### config.mk
export PLATFORM = sky130hd
export DESIGN_NAME = uart_rx_flags
export DESIGN_NICKNAME = d
export VERILOG_FILES = /design/src/rtl/uart_rx_pkg.sv /design/src/rtl/rx_frame_fsm.sv /design/src/rtl/rx_flag_regs.sv /design/src/rtl/uart_rx_flags.sv
export SDC_FILE = /design/constraint.sdc
export NUM_CORES = 1
export LEC_CHECK = 0
export BUFFER_PORTS_ARGS = -buffer_cell sky130_fd_sc_hd__clkbuf_2
export CAP_MARGIN = 10
export CORE_MARGIN = 1
export CORE_UTILIZATION = 50
export DETAILED_ROUTE_END_ITERATION = 8
export PLACE_DENSITY_LB_ADDON = 0.3
export SLEW_MARGIN = 40
export SYNTH_ARGS = -nofsm -noshare
export SYNTH_HDL_FRONTEND = slang
export SYNTH_SLANG_ARGS = --single-unit
### constraint.sdc
create_clock -name clk -period 2.1 [get_ports clk]
set_clock_uncertainty 0.15 [all_clocks]
set_input_delay 0.42 -clock clk [delete_from_list [all_inputs] [get_ports clk]]
set_output_delay 0.42 -clock clk [all_outputs]
set_load 0.05 [all_outputs]
### src/rtl/uart_rx_pkg.sv
package uart_rx_pkg;
    typedef enum logic [2:0] {
        RX_IDLE,
        RX_START,
        RX_DATA,
        RX_PARITY,
        RX_STOP
    } rx_state_e;

    localparam int FLAG_N   = 4;
    localparam int FL_READY = 0;
    localparam int FL_OVR   = 1;
    localparam int FL_FRM   = 2;
    localparam int FL_PAR   = 3;

    localparam logic [1:0] SEL_STATUS = 2'd0;
    localparam logic [1:0] SEL_DATA   = 2'd1;
    localparam logic [1:0] SEL_MODE   = 2'd2;
endpackage

### src/rtl/rx_frame_fsm.sv
module rx_frame_fsm
    import uart_rx_pkg::*;
#(
    parameter int OS = 16,
    parameter int DW = 8
) (
    input  logic          clk,
    input  logic          rst_n,
    input  logic          tick,
    input  logic          rx,
    input  logic          par_en,
    input  logic          par_odd,
    output logic          done,
    output logic [DW-1:0] byte_out,
    output logic          ferr,
    output logic          perr
);
    localparam int CW   = $clog2(OS);
    localparam int BW   = (DW > 1) ? $clog2(DW) : 1;
    localparam int HALF = OS / 2;

    rx_state_e     state, nstate;
    logic [CW-1:0] cnt;
    logic [BW-1:0] bit_idx;
    logic [DW-1:0] shreg;
    logic          par_bit;
    logic          rx_prev;
    logic          end_bit, mid_start, last_bit;

    assign end_bit   = tick && (cnt == CW'(OS - 1));
    assign mid_start = tick && (cnt == CW'(HALF - 1));
    assign last_bit  = (bit_idx == BW'(DW - 1));

    always_ff @(posedge clk or negedge rst_n) begin
        if (!rst_n) state <= RX_IDLE;
        else        state <= nstate;
    end

    always_comb begin
        nstate = state;
        unique case (state)
            RX_IDLE:   if (rx_prev && !rx) nstate = RX_START;
            RX_START:  if (mid_start) nstate = rx ? RX_IDLE : RX_DATA;
            RX_DATA:   if (end_bit && last_bit) nstate = par_en ? RX_PARITY : RX_STOP;
            RX_PARITY: if (end_bit) nstate = RX_STOP;
            RX_STOP:   if (end_bit) nstate = RX_IDLE;
            default:   nstate = RX_IDLE;
        endcase
    end

    always_ff @(posedge clk or negedge rst_n) begin
        if (!rst_n) begin
            cnt      <= '0;
            bit_idx  <= '0;
            shreg    <= '0;
            par_bit  <= 1'b0;
            rx_prev  <= 1'b1;
            done     <= 1'b0;
            byte_out <= '0;
            ferr     <= 1'b0;
            perr     <= 1'b0;
        end else begin
            rx_prev <= rx;
            done    <= 1'b0;
            unique case (state)
                RX_IDLE: begin
                    cnt     <= '0;
                    bit_idx <= '0;
                end
                RX_START: begin
                    if (tick) cnt <= mid_start ? '0 : cnt + 1'b1;
                end
                RX_DATA: begin
                    if (tick) cnt <= end_bit ? '0 : cnt + 1'b1;
                    if (end_bit) begin
                        shreg   <= {rx, shreg[DW-1:1]};
                        bit_idx <= bit_idx + 1'b1;
                    end
                end
                RX_PARITY: begin
                    if (tick) cnt <= end_bit ? '0 : cnt + 1'b1;
                    if (end_bit) par_bit <= rx;
                end
                RX_STOP: begin
                    if (tick) cnt <= end_bit ? '0 : cnt + 1'b1;
                    if (end_bit) begin
                        done     <= 1'b1;
                        byte_out <= shreg;
                        ferr     <= !rx;
                        perr     <= par_en && (par_bit != ((^shreg) ^ par_odd));
                    end
                end
                default: cnt <= '0;
            endcase
        end
    end
endmodule

### src/rtl/rx_flag_regs.sv
module rx_flag_regs
    import uart_rx_pkg::*;
#(
    parameter int DW = 8
) (
    input  logic              clk,
    input  logic              rst_n,
    input  logic              done,
    input  logic [DW-1:0]     byte_in,
    input  logic              ferr,
    input  logic              perr,
    input  logic              stat_rd,
    input  logic              stat_wr,
    input  logic [FLAG_N-1:0] wbits,
    output logic [FLAG_N-1:0] flags,
    output logic [FLAG_N-1:0] armed,
    output logic [DW-1:0]     data_q
);
    logic [FLAG_N-1:0] set_v, clr_v;

    always_comb begin
        set_v           = '0;
        set_v[FL_READY] = done && !flags[FL_READY];
        set_v[FL_OVR]   = done &&  flags[FL_READY];
        set_v[FL_FRM]   = done && ferr;
        set_v[FL_PAR]   = done && perr;
    end

    for (genvar i = 0; i < FLAG_N; i++) begin : g_flag
        assign clr_v[i] = stat_wr && armed[i] && !wbits[i];

        always_ff @(posedge clk or negedge rst_n) begin
            if (!rst_n) begin
                flags[i] <= 1'b0;
                armed[i] <= 1'b0;
            end else begin
                flags[i] <= set_v[i] || (flags[i] && !clr_v[i]);
                if (stat_rd)       armed[i] <= flags[i];
                else if (clr_v[i]) armed[i] <= 1'b0;
            end
        end
    end

    always_ff @(posedge clk or negedge rst_n) begin
        if (!rst_n)                         data_q <= '0;
        else if (done && !flags[FL_READY]) data_q <= byte_in;
    end
endmodule

### src/rtl/uart_rx_flags.sv
module uart_rx_flags
    import uart_rx_pkg::*;
#(
    parameter int OS = 16,
    parameter int DW = 8
) (
    input  logic          clk,
    input  logic          rst_n,
    input  logic          os_tick,
    input  logic          rxd,
    input  logic [1:0]    reg_sel,
    input  logic          reg_rd,
    input  logic          reg_wr,
    input  logic [DW-1:0] reg_wdata,
    output logic [DW-1:0] reg_rdata
);
    logic [1:0]        rx_sync;
    logic [1:0]        mode_q;
    logic              frame_done, frame_ferr, frame_perr;
    logic [DW-1:0]     frame_byte;
    logic [FLAG_N-1:0] flags, flag_armed;
    logic [DW-1:0]     data_q;
    logic              stat_rd, stat_wr;

    assign stat_rd = reg_rd && (reg_sel == SEL_STATUS);
    assign stat_wr = reg_wr && (reg_sel == SEL_STATUS);

    always_ff @(posedge clk or negedge rst_n) begin
        if (!rst_n) begin
            rx_sync <= 2'b11;
            mode_q  <= 2'b00;
        end else begin
            rx_sync <= {rx_sync[0], rxd};
            if (reg_wr && reg_sel == SEL_MODE) mode_q <= reg_wdata[1:0];
        end
    end

    rx_frame_fsm #(.OS(OS), .DW(DW)) u_fsm (
        .clk      (clk),
        .rst_n    (rst_n),
        .tick     (os_tick),
        .rx       (rx_sync[1]),
        .par_en   (mode_q[0]),
        .par_odd  (mode_q[1]),
        .done     (frame_done),
        .byte_out (frame_byte),
        .ferr     (frame_ferr),
        .perr     (frame_perr)
    );

    rx_flag_regs #(.DW(DW)) u_flags (
        .clk     (clk),
        .rst_n   (rst_n),
        .done    (frame_done),
        .byte_in (frame_byte),
        .ferr    (frame_ferr),
        .perr    (frame_perr),
        .stat_rd (stat_rd),
        .stat_wr (stat_wr),
        .wbits   (reg_wdata[FLAG_N-1:0]),
        .flags   (flags),
        .armed   (flag_armed),
        .data_q  (data_q)
    );

    always_comb begin
        reg_rdata = '0;
        unique case (reg_sel)
            SEL_STATUS: reg_rdata[FLAG_N-1:0] = flags;
            SEL_DATA:   reg_rdata = data_q;
            SEL_MODE:   reg_rdata[1:0] = mode_q;
            default:    reg_rdata = '0;
        endcase
    end
endmodule

Word level (Yosys, flattened, before mapping). Cells that the tools add are included.

Register bits after elaboration: 51.

Equality and inequality tests: 18. Muxes and demuxes: 28. Reduce and logical (&&, ||, !) cells: 53. Add/subtract/negate cells: 2. Bitwise gates (word level): 1.

Operator list (count): $logic_and 1x1->1 (24); $mux 3 (7); $mux 4 (5); $pmux 3 s5 (1); $ne 2x1->1 const B (7); $logic_not 1->1 (10); $mux 1 (10); $reduce_and 2->1 (5); $reduce_bool 2->1 (5); $pmux 4 s2 (1); $reduce_xor 8->1 (1); $eq 3x2->1 const B (2); $eq 3x3->1 const B (2); $pmux 2 s3 (1); $pmux 3 s2 (1); $reduce_and 5->1 (1); $add 4x1->4 const B (1); $eq 4x3->1 const B (1); $eq 4x4->1 const B (1); $logic_or 1x1->1 (4); $pmux 2 s2 (1); $add 3x1->3 const B (1); $eq 3x1->1 const B (1); $logic_not 3->1 (1); other kinds (8) (8).

Depth between registers and ports, before layout. Gate-level depths: netlist of run 1.

Depth in word-level cells: 7. Gate-level depth with buffers: 6.

Cells and area by module. Synthesis of run 1 repeated with hierarchy kept, for this count alone.

Cells, all modules: 200. Area total of the unflattened synthesis: 2539.9 sq um.

Modules (own cells, without submodules): rx_frame_fsm (instances 1, cells an instance 125, area each 1564.0 sq um); rx_flag_regs (instances 1, cells an instance 50, area each 688.2 sq um); uart_rx_flags (instances 1, cells an instance 25, area each 287.8 sq um).

Least setup slack after synthesis of run 1. Ideal clock, no wire load.

Path type: input-to-output. Start: in reg_sel[0]. End: out reg_rdata[0]. Arrival: 1.785 ns. Path slack: -0.255 ns. Stages: 3. Buffers on the path: 1. Cell sequence: buf_2 -> mux2i_1 -> o21ai_0.

Longest elaborated chain between the ends: 2. Elaborated cells on any way between the ends: 4. Those cells by class: eq/ne (2); mux (1); reduce/logical (1).

Ends and longest elaborated chain: start: declaration (line uart_rx_flags.sv:11) `input logic [1:0] reg_sel,`; $eq 2x2->1, or another cell as far along (line uart_rx_flags.sv:68) `unique case (reg_sel)`; $pmux 2 s3 (*) (line uart_rx_flags.sv:68); end: declaration (line uart_rx_flags.sv:15) `output logic [DW-1:0] reg_rdata`.

Every way passes the cells marked *; elsewhere a longest branch is shown, timed or not.

Worst setup path in the final report of run 1.
Start: reg u_fsm.bit_idx[0]. End: reg u_fsm.state[0].

Longest elaborated chain between the ends: 4.

Ends and longest elaborated chain: start: declaration (line rx_frame_fsm.sv:24) `logic [BW-1:0] bit_idx;`; start signal: assignment (line rx_frame_fsm.sv:77) `bit_idx <= bit_idx + 1'b1;`; $eq 3x3->1 (line rx_frame_fsm.sv:32) `assign last_bit = (bit_idx == BW'(DW - 1));`; $logic_and 1x1->1 (line rx_frame_fsm.sv:44) `RX_DATA: if (end_bit && last_bit) nstate = par_en ? RX_PARITY : RX_STOP;`; $ne 2x1->1 (no source line); $reduce_and 5->1 (no source line); end signal: assignment (line rx_frame_fsm.sv:36) `else state <= nstate;`; end: declaration (line rx_frame_fsm.sv:22) `rx_state_e state, nstate;`.

Every way passes these cells. A chain may end at the register's enable or synchronous reset.

==> metrics.md, run 1 <==
| Metric | Value |
|---|---|
| Post-DRT Antenna Nets | `0` |
| Critical path origin | `u_fsm.bit_idx[0]` |
| Register area share after synthesis | `52.8%` |
| Maxcap violations | `0` |
| Ratio of cells with drive above 1 in the final layout | `31.6%` |
| Filler cells | `356` |
| CTS Hold Bufs | `1` |
| Peak VDD IR | `0.579 mV` |
| Pins Over Slew Limit | `0` |
| Mapped Area | `2420 um^2` |
| Setup TNS | `0 ns` |
| CP Class | `reg -> reg` |
| Antenna violations before repair | `0` |
| Drt wl/cell | `14.0 um` |
| Final instance area | `2740 um^2` |
| Met1 Usage GRT | `25.0%` |
| CTS tree | `yes` |
| Gp weighted congestion | `0.824` |
| Minimum clock period | `1.94 ns` |
| Final period util | `92.6%` |
| Final Hold Fails | `0` |
| Hold WS | `0.0441 ns` |
| GRT Residual Overflow | `0` |
| PwrDens | `821 nW/um^2` |
| WP depth | `5` |
| Min-delay worst type | `in -> reg` |
| Initial core utilization | `53.8%` |
| Area Growth Syn to Fin | `13.3%` |
| Fraction of registers with async set/reset | `100%` |
| Clock slew at reported path FFs | `0.08 ns` |
| DRC | `0` |
| Distinct cells, synth | `43` |
| Max transition margin | `65.5%` |
| Status | `finished, final reports clean` |
| Startpoint Class | `register` |
| Antenna Cells | `0` |
| Vias in the first global route | `1462` |
| Crit. End Element | `register` |
| Clock sinks | `51` |
| Clock buffer depth | `2` |
| Syn Nets | `222` |
| R2r startpoint | `u_fsm.bit_idx[0]` |
| DR iter-0 viols | `86` |
| DIE WIDTH | `71.6 um` |
| Area of the core | `4500 um^2` |
| CP max-delay cell | `dfrtp_1` |
| Fmax | `0.514 GHz` |
| Die Ht | `71.6 um` |
| Synth Warn # | `0` |
| Dpl hpwl | `2980 um` |
| Htree depth | `2` |
| Busiest layer in global routing | `met2` |
| First-pass GRT wire length | `6940 um` |
| Flop-to-flop setup slack | `0.16 ns` |
| Fin util | `60.9%` |
| Routed vias/inst | `5.46` |
| RSZ-0062 raised after global routing | `false` |
| Crit path DAT | `1.98 ns` |
| Resized cells post-CTS | `0` |
| Lkg Pwr | `1.36 nW` |
| Critical path cell sequence | `ha_1 -> ha_1 -> or3_1 -> a31oi_1 -> mux2_1` |
| Global-route track usage on met3 | `5.06%` |
| Total power | `2.25 mW` |
| Crit Path Max Fanout | `3` |
| Syn_area_per_cell | `11.9 um^2` |
| Met2 usage | `26.9%` |
| Ports | `24` |
| # rows | `24` |
| Drt total wl | `4010 um` |
| R2r endpoint | `u_fsm.state[0]` |
| Clk Latency, worst-skew pair | `0.30 ns` |
| Pin count of the biggest net entering global routing | `22` |
| EDFF count, synth | `0` |
| Area of placed instances | `2620 um^2` |
| Most frequent cells in the layout | `dfrtp_1 (48), mux2_2 (26), nand2_1 (19), clkbuf_2 (19), nor2_1 (17)` |
| Pre-antenna DRT Iters | `4` |
| Final setup violating endpoints | `0` |
| Most common cell after layout, fill and taps aside | `dfrtp_1` |
| Crit-path leading delay family | `flip-flops` |
| CP required | `2.14 ns` |
| Buffers and inverters on the worst path | `0` |
| Synthesized instance count | `203` |
| Setup Buffers After CTS | `0` |
| Slowest stage delay, CP | `0.41 ns` |
| Worst path most repeated cell | `ha_1` |
| Final Net Count | `252` |
| Worst slew pin tran | `0.517 ns` |
| Seq cells post-synth | `51` |
| I/O Buffers | `19` |
| Total track usage | `17.9%` |
| Critical Path Sink | `u_fsm.state[0]` |
| Clock buffer count from CTS | `5` |
| Detailed-route via count | `1561` |
| Die ar. | `5130 um^2` |
| Top FF cell, synth | `dfrtp_1` |
| Clk root buf | `clkbuf_8` |
| R2r worst-path depth | `5` |
==> routing by layer <==
metal  up-vias  wire, um
li1        775         -
met5         -         0
met4         0        55
met3         7       119
met1       757      1970
met2        22      1860
==> cells in the mapped netlist (2+ instances only) <==
cell type,count,area (um^2)
nor2_1,17,63.8
a31oi_1,2,12.5
nand3_1,2,10.0
ha_1,3,37.5
xor2_1,3,26.3
o21ai_0,9,45.0
o31ai_1,2,15.0
nor3b_1,2,15.0
nand2_1,19,71.3
buf_2,3,15.0
a22o_1,8,70.1
dfrtp_1,48,1200
a21oi_1,2,10.0
inv_1,3,11.3
mux2i_1,6,60.1
xnor2_1,6,52.6
and2_1,5,31.3
nand2b_1,4,25.0
mux2_2,26,293
mux2_1,4,45.0
dfstp_2,3,78.8
nor2b_1,4,25.0
clkbuf_1,2,7.51
==> sequential cells by signal (all words and copies together) (netlist names) <==
signal          flops
u_fsm.perr          1
u_fsm.ferr          1
rx_sync             2
u_fsm.rx_prev       1
u_flags.flags       4
mode_q              2
u_fsm.shreg         8
u_fsm.state         3
u_fsm.byte_out      8
u_flags.data_q      8
u_fsm.bit_idx       3
u_fsm.cnt           4
u_fsm.done          1
u_flags.armed       4
u_fsm.par_bit       1
==> worst min-delay path by stage <==
stage | endpoint | cells past startpoint | slack [ns] | from
2_1_floorplan | mode_q[0] | 0 | -0.03 | rst_n
3_3_place_gp | rx_sync[1] | 0 | 0.20 | rx_sync[0]
3_5_place_dp | rx_sync[1] | 0 | 0.20 | rx_sync[0]
4_1_cts | rx_sync[0] | 1 | 0.03 | rxd
5_1_grt | rx_sync[0] | 1 | 0.02 | rxd
6_report | rx_sync[0] | 1 | 0.04 | rxd
==> report_power, final <==
group	internal (mW)	switching [mW]
combinational	0.189	0.234
clock	0.386	0.312
sequential	1.05	0.0822
==> per-stage QoR <==
stage          setup WS (ns)  std cells
5_1_grt               0.0560        286
6_report               0.155        286
2_1_floorplan          0.123        203
4_1_cts                0.144        286
3_5_place_dp           0.157        277
3_3_place_gp           0.174        277
==> cell type report <==
class	instances	area [um^2]	area share, %
clock inverters	2	35.0	1.28
inverters	3	11.3	0.410
flip-flops and latches	51	1280	46.6
clock buffers	6	82.6	3.01
multi-input cells	142	1090	39.7
repair buffers	30	180	6.57
well taps	52	65.1	2.37
==> cell families after synthesis <==
logic type	share of synthesized area (%)
AO/OA/AOI/OAI	9.14
XOR/XNOR	4.18
adder cells (fa/ha/maj)	1.55
buffers and inverters	2.17
flip-flops	52.8
multiplexers	16.4
AND/OR/NAND/NOR	13.7
==> worst register-to-register path: cells and delay by family, from the launching register on <==
family          cells  cell delay [ns]
flops               1             0.41
fa+ha+maj           2             0.38
mux                 1             0.34
simple gates        1             0.34
compound gates      1             0.23
Note: power is estimated with default switching activity, not from simulation.
==> run 2, diff against run 1 <==
Settings changed: ABC_AREA from default to 1.
==> metrics.md, run 2 <==
| Metric | Value |
|---|---|
| Status | `complete, but fails checks (was finished, final reports clean)` |
| Failing checks | `DRC` |
| Most frequent cell after synthesis | `nand2_1 (was dfrtp_1)` |
| Synth Warn # | `0 (unchanged)` |
| Fmax | `0.519 GHz (was 0.514 GHz)` |
| Antenna Cells | `0 (unchanged)` |
| Hold WS | `0.0486 ns (was 0.0441 ns)` |
| Drt wl/cell | `11.0 um (was 14.0 um)` |
| Compound-gate portion of the synthesized area | `10.6% (was 9.14%)` |
| Clock buffer depth | `2 (unchanged)` |
| Most frequent cells in the layout | `nand2_1 (84), dfrtp_1 (48), inv_1 (35), nor2_1 (21), o21ai_1 (21) (was dfrtp_1 (48), mux2_2 (26), nand2_1 (19), clkbuf_2 (19), nor2_1 (17))` |
| Ports | `24 (unchanged)` |
| Max transition margin | `69.9% (was 65.5%)` |
| First-pass GRT wire length | `7070 um (was 6940 um)` |
| Crit Path Max Fanout | `5 (was 3)` |
| # rows | `24 (unchanged)` |
| Resized cells post-CTS | `0 (unchanged)` |
| CTS tree | `yes (unchanged)` |
| CP required | `1.53 ns (was 2.14 ns)` |
| Startpoint Class | `input pin (was register)` |
| I/O Buffers | `19 (unchanged)` |
| WHS Path Cells | `1 (unchanged)` |
| Area of placed instances | `2530 um^2 (was 2620 um^2)` |
| CTS Hold Bufs | `1 (unchanged)` |
| Gp weighted congestion | `0.803 (was 0.824)` |
| Area leader, netlist | `dfrtp_1 (unchanged)` |
| Register area share after synthesis | `54.2% (was 52.8%)` |
| Final instance area | `2680 um^2 (was 2740 um^2)` |
| PwrDens | `928 nW/um^2 (was 821 nW/um^2)` |
| Lkg Pwr | `1.40 nW (was 1.36 nW)` |
| Biggest registers after layout | `u_flags.data_q (8), u_fsm.byte_out (8), u_fsm.shreg (8) (unchanged)` |
| Crit. End Element | `primary output (was register)` |
| Minimum clock period | `1.93 ns (was 1.94 ns)` |
| Htree depth | `2 (unchanged)` |
| Final period util | `91.7% (was 92.6%)` |
| Drt total wl | `3990 um (was 4010 um)` |
| Met3 routed WL | `119 um (unchanged)` |
| Area of the core | `4440 um^2 (was 4500 um^2)` |
| Detailed-route via count | `1821 (was 1561)` |
| Final setup violating endpoints | `0 (unchanged)` |
| Min-delay worst type | `in -> reg (unchanged)` |
| Final Hold Fails | `0 (unchanged)` |
| Distinct cells, synth | `25 (was 43)` |
| EDFF count, synth | `0 (unchanged)` |
| DR WL met2 | `1850 um (was 1860 um)` |
| Top FF cell, synth | `dfrtp_1 (unchanged)` |
| DR iter-0 viols | `104 (was 86)` |
| Post-Synth XOR/XNOR Area | `0.742% (was 4.18%)` |
| RSZ-0062 raised after global routing | `false (unchanged)` |
| DIE WIDTH | `70.7 um (was 71.6 um)` |
| Synth area leaders | `dfrtp_1 (51%), nand2_1 (13%), inv_1 (5.6%) (was dfrtp_1 (50%), mux2_2 (12%), dfstp_2 (3.3%))` |
| Pins Over Slew Limit | `0 (unchanged)` |
| Peak VDD IR | `0.523 mV (was 0.579 mV)` |
| Clock sinks | `51 (unchanged)` |
| Post-Synth Adder-Cell Area | `1.59% (was 1.55%)` |
| Setup Buffers After CTS | `0 (unchanged)` |
| Dpl hpwl | `2960 um (was 2980 um)` |
| GRT Residual Overflow | `0 (unchanged)` |
| Syn_area_per_cell | `8.32 um^2 (was 11.9 um^2)` |
| Wire length on met1 | `1990 um (was 1970 um)` |
| R2r worst-path depth | `7 (was 5)` |
| Ratio of cells with drive above 1 in the final layout | `14.8% (was 31.6%)` |
| DRC | `10 (was 0)` |
| Multiplexer share of the synthesized area | `1.91% (was 16.4%)` |
| Largest family of logic cells by synthesized area | `simple AND/OR/NAND/NOR gates (was multiplexers)` |
| Antenna violations before repair | `0 (unchanged)` |
| Pin count of the biggest net entering global routing | `36 (was 22)` |
| Syn Nets | `303 (was 222)` |
| Post-DRT Antenna Nets | `0 (unchanged)` |
| Fraction of registers with async set/reset | `100% (unchanged)` |
| Clk root buf | `clkbuf_8 (unchanged)` |
| Area Growth Syn to Fin | `13.2% (was 13.3%)` |
| Clock slew at reported path FFs | `0.09 ns (was 0.08 ns)` |
| Clk Latency, worst-skew pair | `0.29 ns (was 0.30 ns)` |
| Maxcap violations | `0 (unchanged)` |
| Total track usage | `18.0% (was 17.9%)` |
| Worst slew pin tran | `0.451 ns (was 0.517 ns)` |
| Die ar. | `5000 um^2 (was 5130 um^2)` |
| Die Ht | `70.7 um (was 71.6 um)` |
| Mapped Area | `2360 um^2 (was 2420 um^2)` |
| Vias in the first global route | `1648 (was 1462)` |
| Final Net Count | `328 (was 252)` |
| DR top layer | `met4 (unchanged)` |
| Simple-Gate Fraction of Synth Area | `23.8% (was 13.7%)` |
| Crit path DAT | `1.36 ns (was 1.98 ns)` |
| Clock buffer count from CTS | `5 (unchanged)` |
| Most common cell after layout, fill and taps aside | `nand2_1 (was dfrtp_1)` |
| Routed vias/inst | `5.03 (was 5.46)` |
| CP Class | `in -> out (was reg -> reg)` |
| Top cell type's share of synthesized area | `50.8% (was 49.6%)` |
| Synthesized instance count | `284 (was 203)` |
| Initial core utilization | `53.2% (was 53.8%)` |
| List of most frequent post-synthesis cells | `nand2_1 (84), dfrtp_1 (48), inv_1 (35) (was dfrtp_1 (48), mux2_2 (26), nand2_1 (19))` |
| Seq cells post-synth | `51 (unchanged)` |
| Pre-antenna DRT Iters | `6 (was 4)` |
-- run 2: cell count changes in the layout (fill, tap and decap cells not counted), moves of 8 or more --
cell	change
o21ai_1	+18
buf_4	-8
inv_1	+32
nand3_1	+18
a22o_1	-8
mux2_2	-22
nand2_1	+65
-- run 2: final cells by class --
cell class / instances / area (um^2)
Clock inverter: 2 / 60.1
Multi-Input combinational cell: 190 / 913
Fill cell: 397 / 1770
Sequential cell: 51 / 1280
Clock buffer: 6 / 72.6
Timing Repair Buffer: 23 / 140
Inverter: 38 / 144
Tap cell: 52 / 65.1
-- run 2: worst paths after layout --
path | startpoint | end | slack [ns]
worst min-delay path | rxd | rx_sync[0] | 0.05
worst max register to register | u_fsm.cnt[0] | u_fsm.shreg[4] | 0.39
min in group asynchronous | rst_n | u_flags.armed[2] | 0.45
worst min register to register | rx_sync[0] | rx_sync[1] | 0.21
worst max-delay path | reg_sel[0] | reg_rdata[7] | 0.17
max in group asynchronous | rst_n | u_flags.data_q[5] | 0.83
-- run 2: kinds of logic after synthesis --
group,Yosys count
AND/OR/NAND/NOR,134
flip-flops,51
AO/OA/AOI/OAI,47
buffers and inverters,43
multiplexers,4
adder cells (fa/ha/maj),3
XOR/XNOR,2
-- run 2: stage by stage --
step / cells / TNS (ns) / util, % / setup slack [ns] / total power, mW
2_1_floorplan: 284 / -0.431 / - / -0.215 / 1.59
3_3_place_gp: 353 / 0 / 57.0 / 0.191 / 1.72
3_5_place_dp: 353 / 0 / 57.0 / 0.157 / 1.73
4_1_cts: 362 / 0 / 60.2 / 0.149 / 2.51
5_1_grt: 362 / 0 / 60.2 / 0.0370 / 2.64
6_report: 362 / 0 / 60.2 / 0.173 / 2.48
-- run 2: worst max-delay path, stage by stage --
cell and delay (ns):
clkbuf_2 0.09, inv_1 0.06, nor2_1 0.24, inv_1 0.14, nor2_1 0.11, clkbuf_2 0.28
-- run 2: routing by layer --
layer	vias up	global-route usage (%)
li1	962	-
met1	831	23.7
met2	26	29.4
met3	2	4.42
met4	0	5.78
met5	-	0
-- run 2: power by group --
group | internal [mW] | switching, mW | total (mW)
registers | 1.09 | 0.0777 | 1.17
clock network | 0.476 | 0.298 | 0.774
logic | 0.182 | 0.363 | 0.544
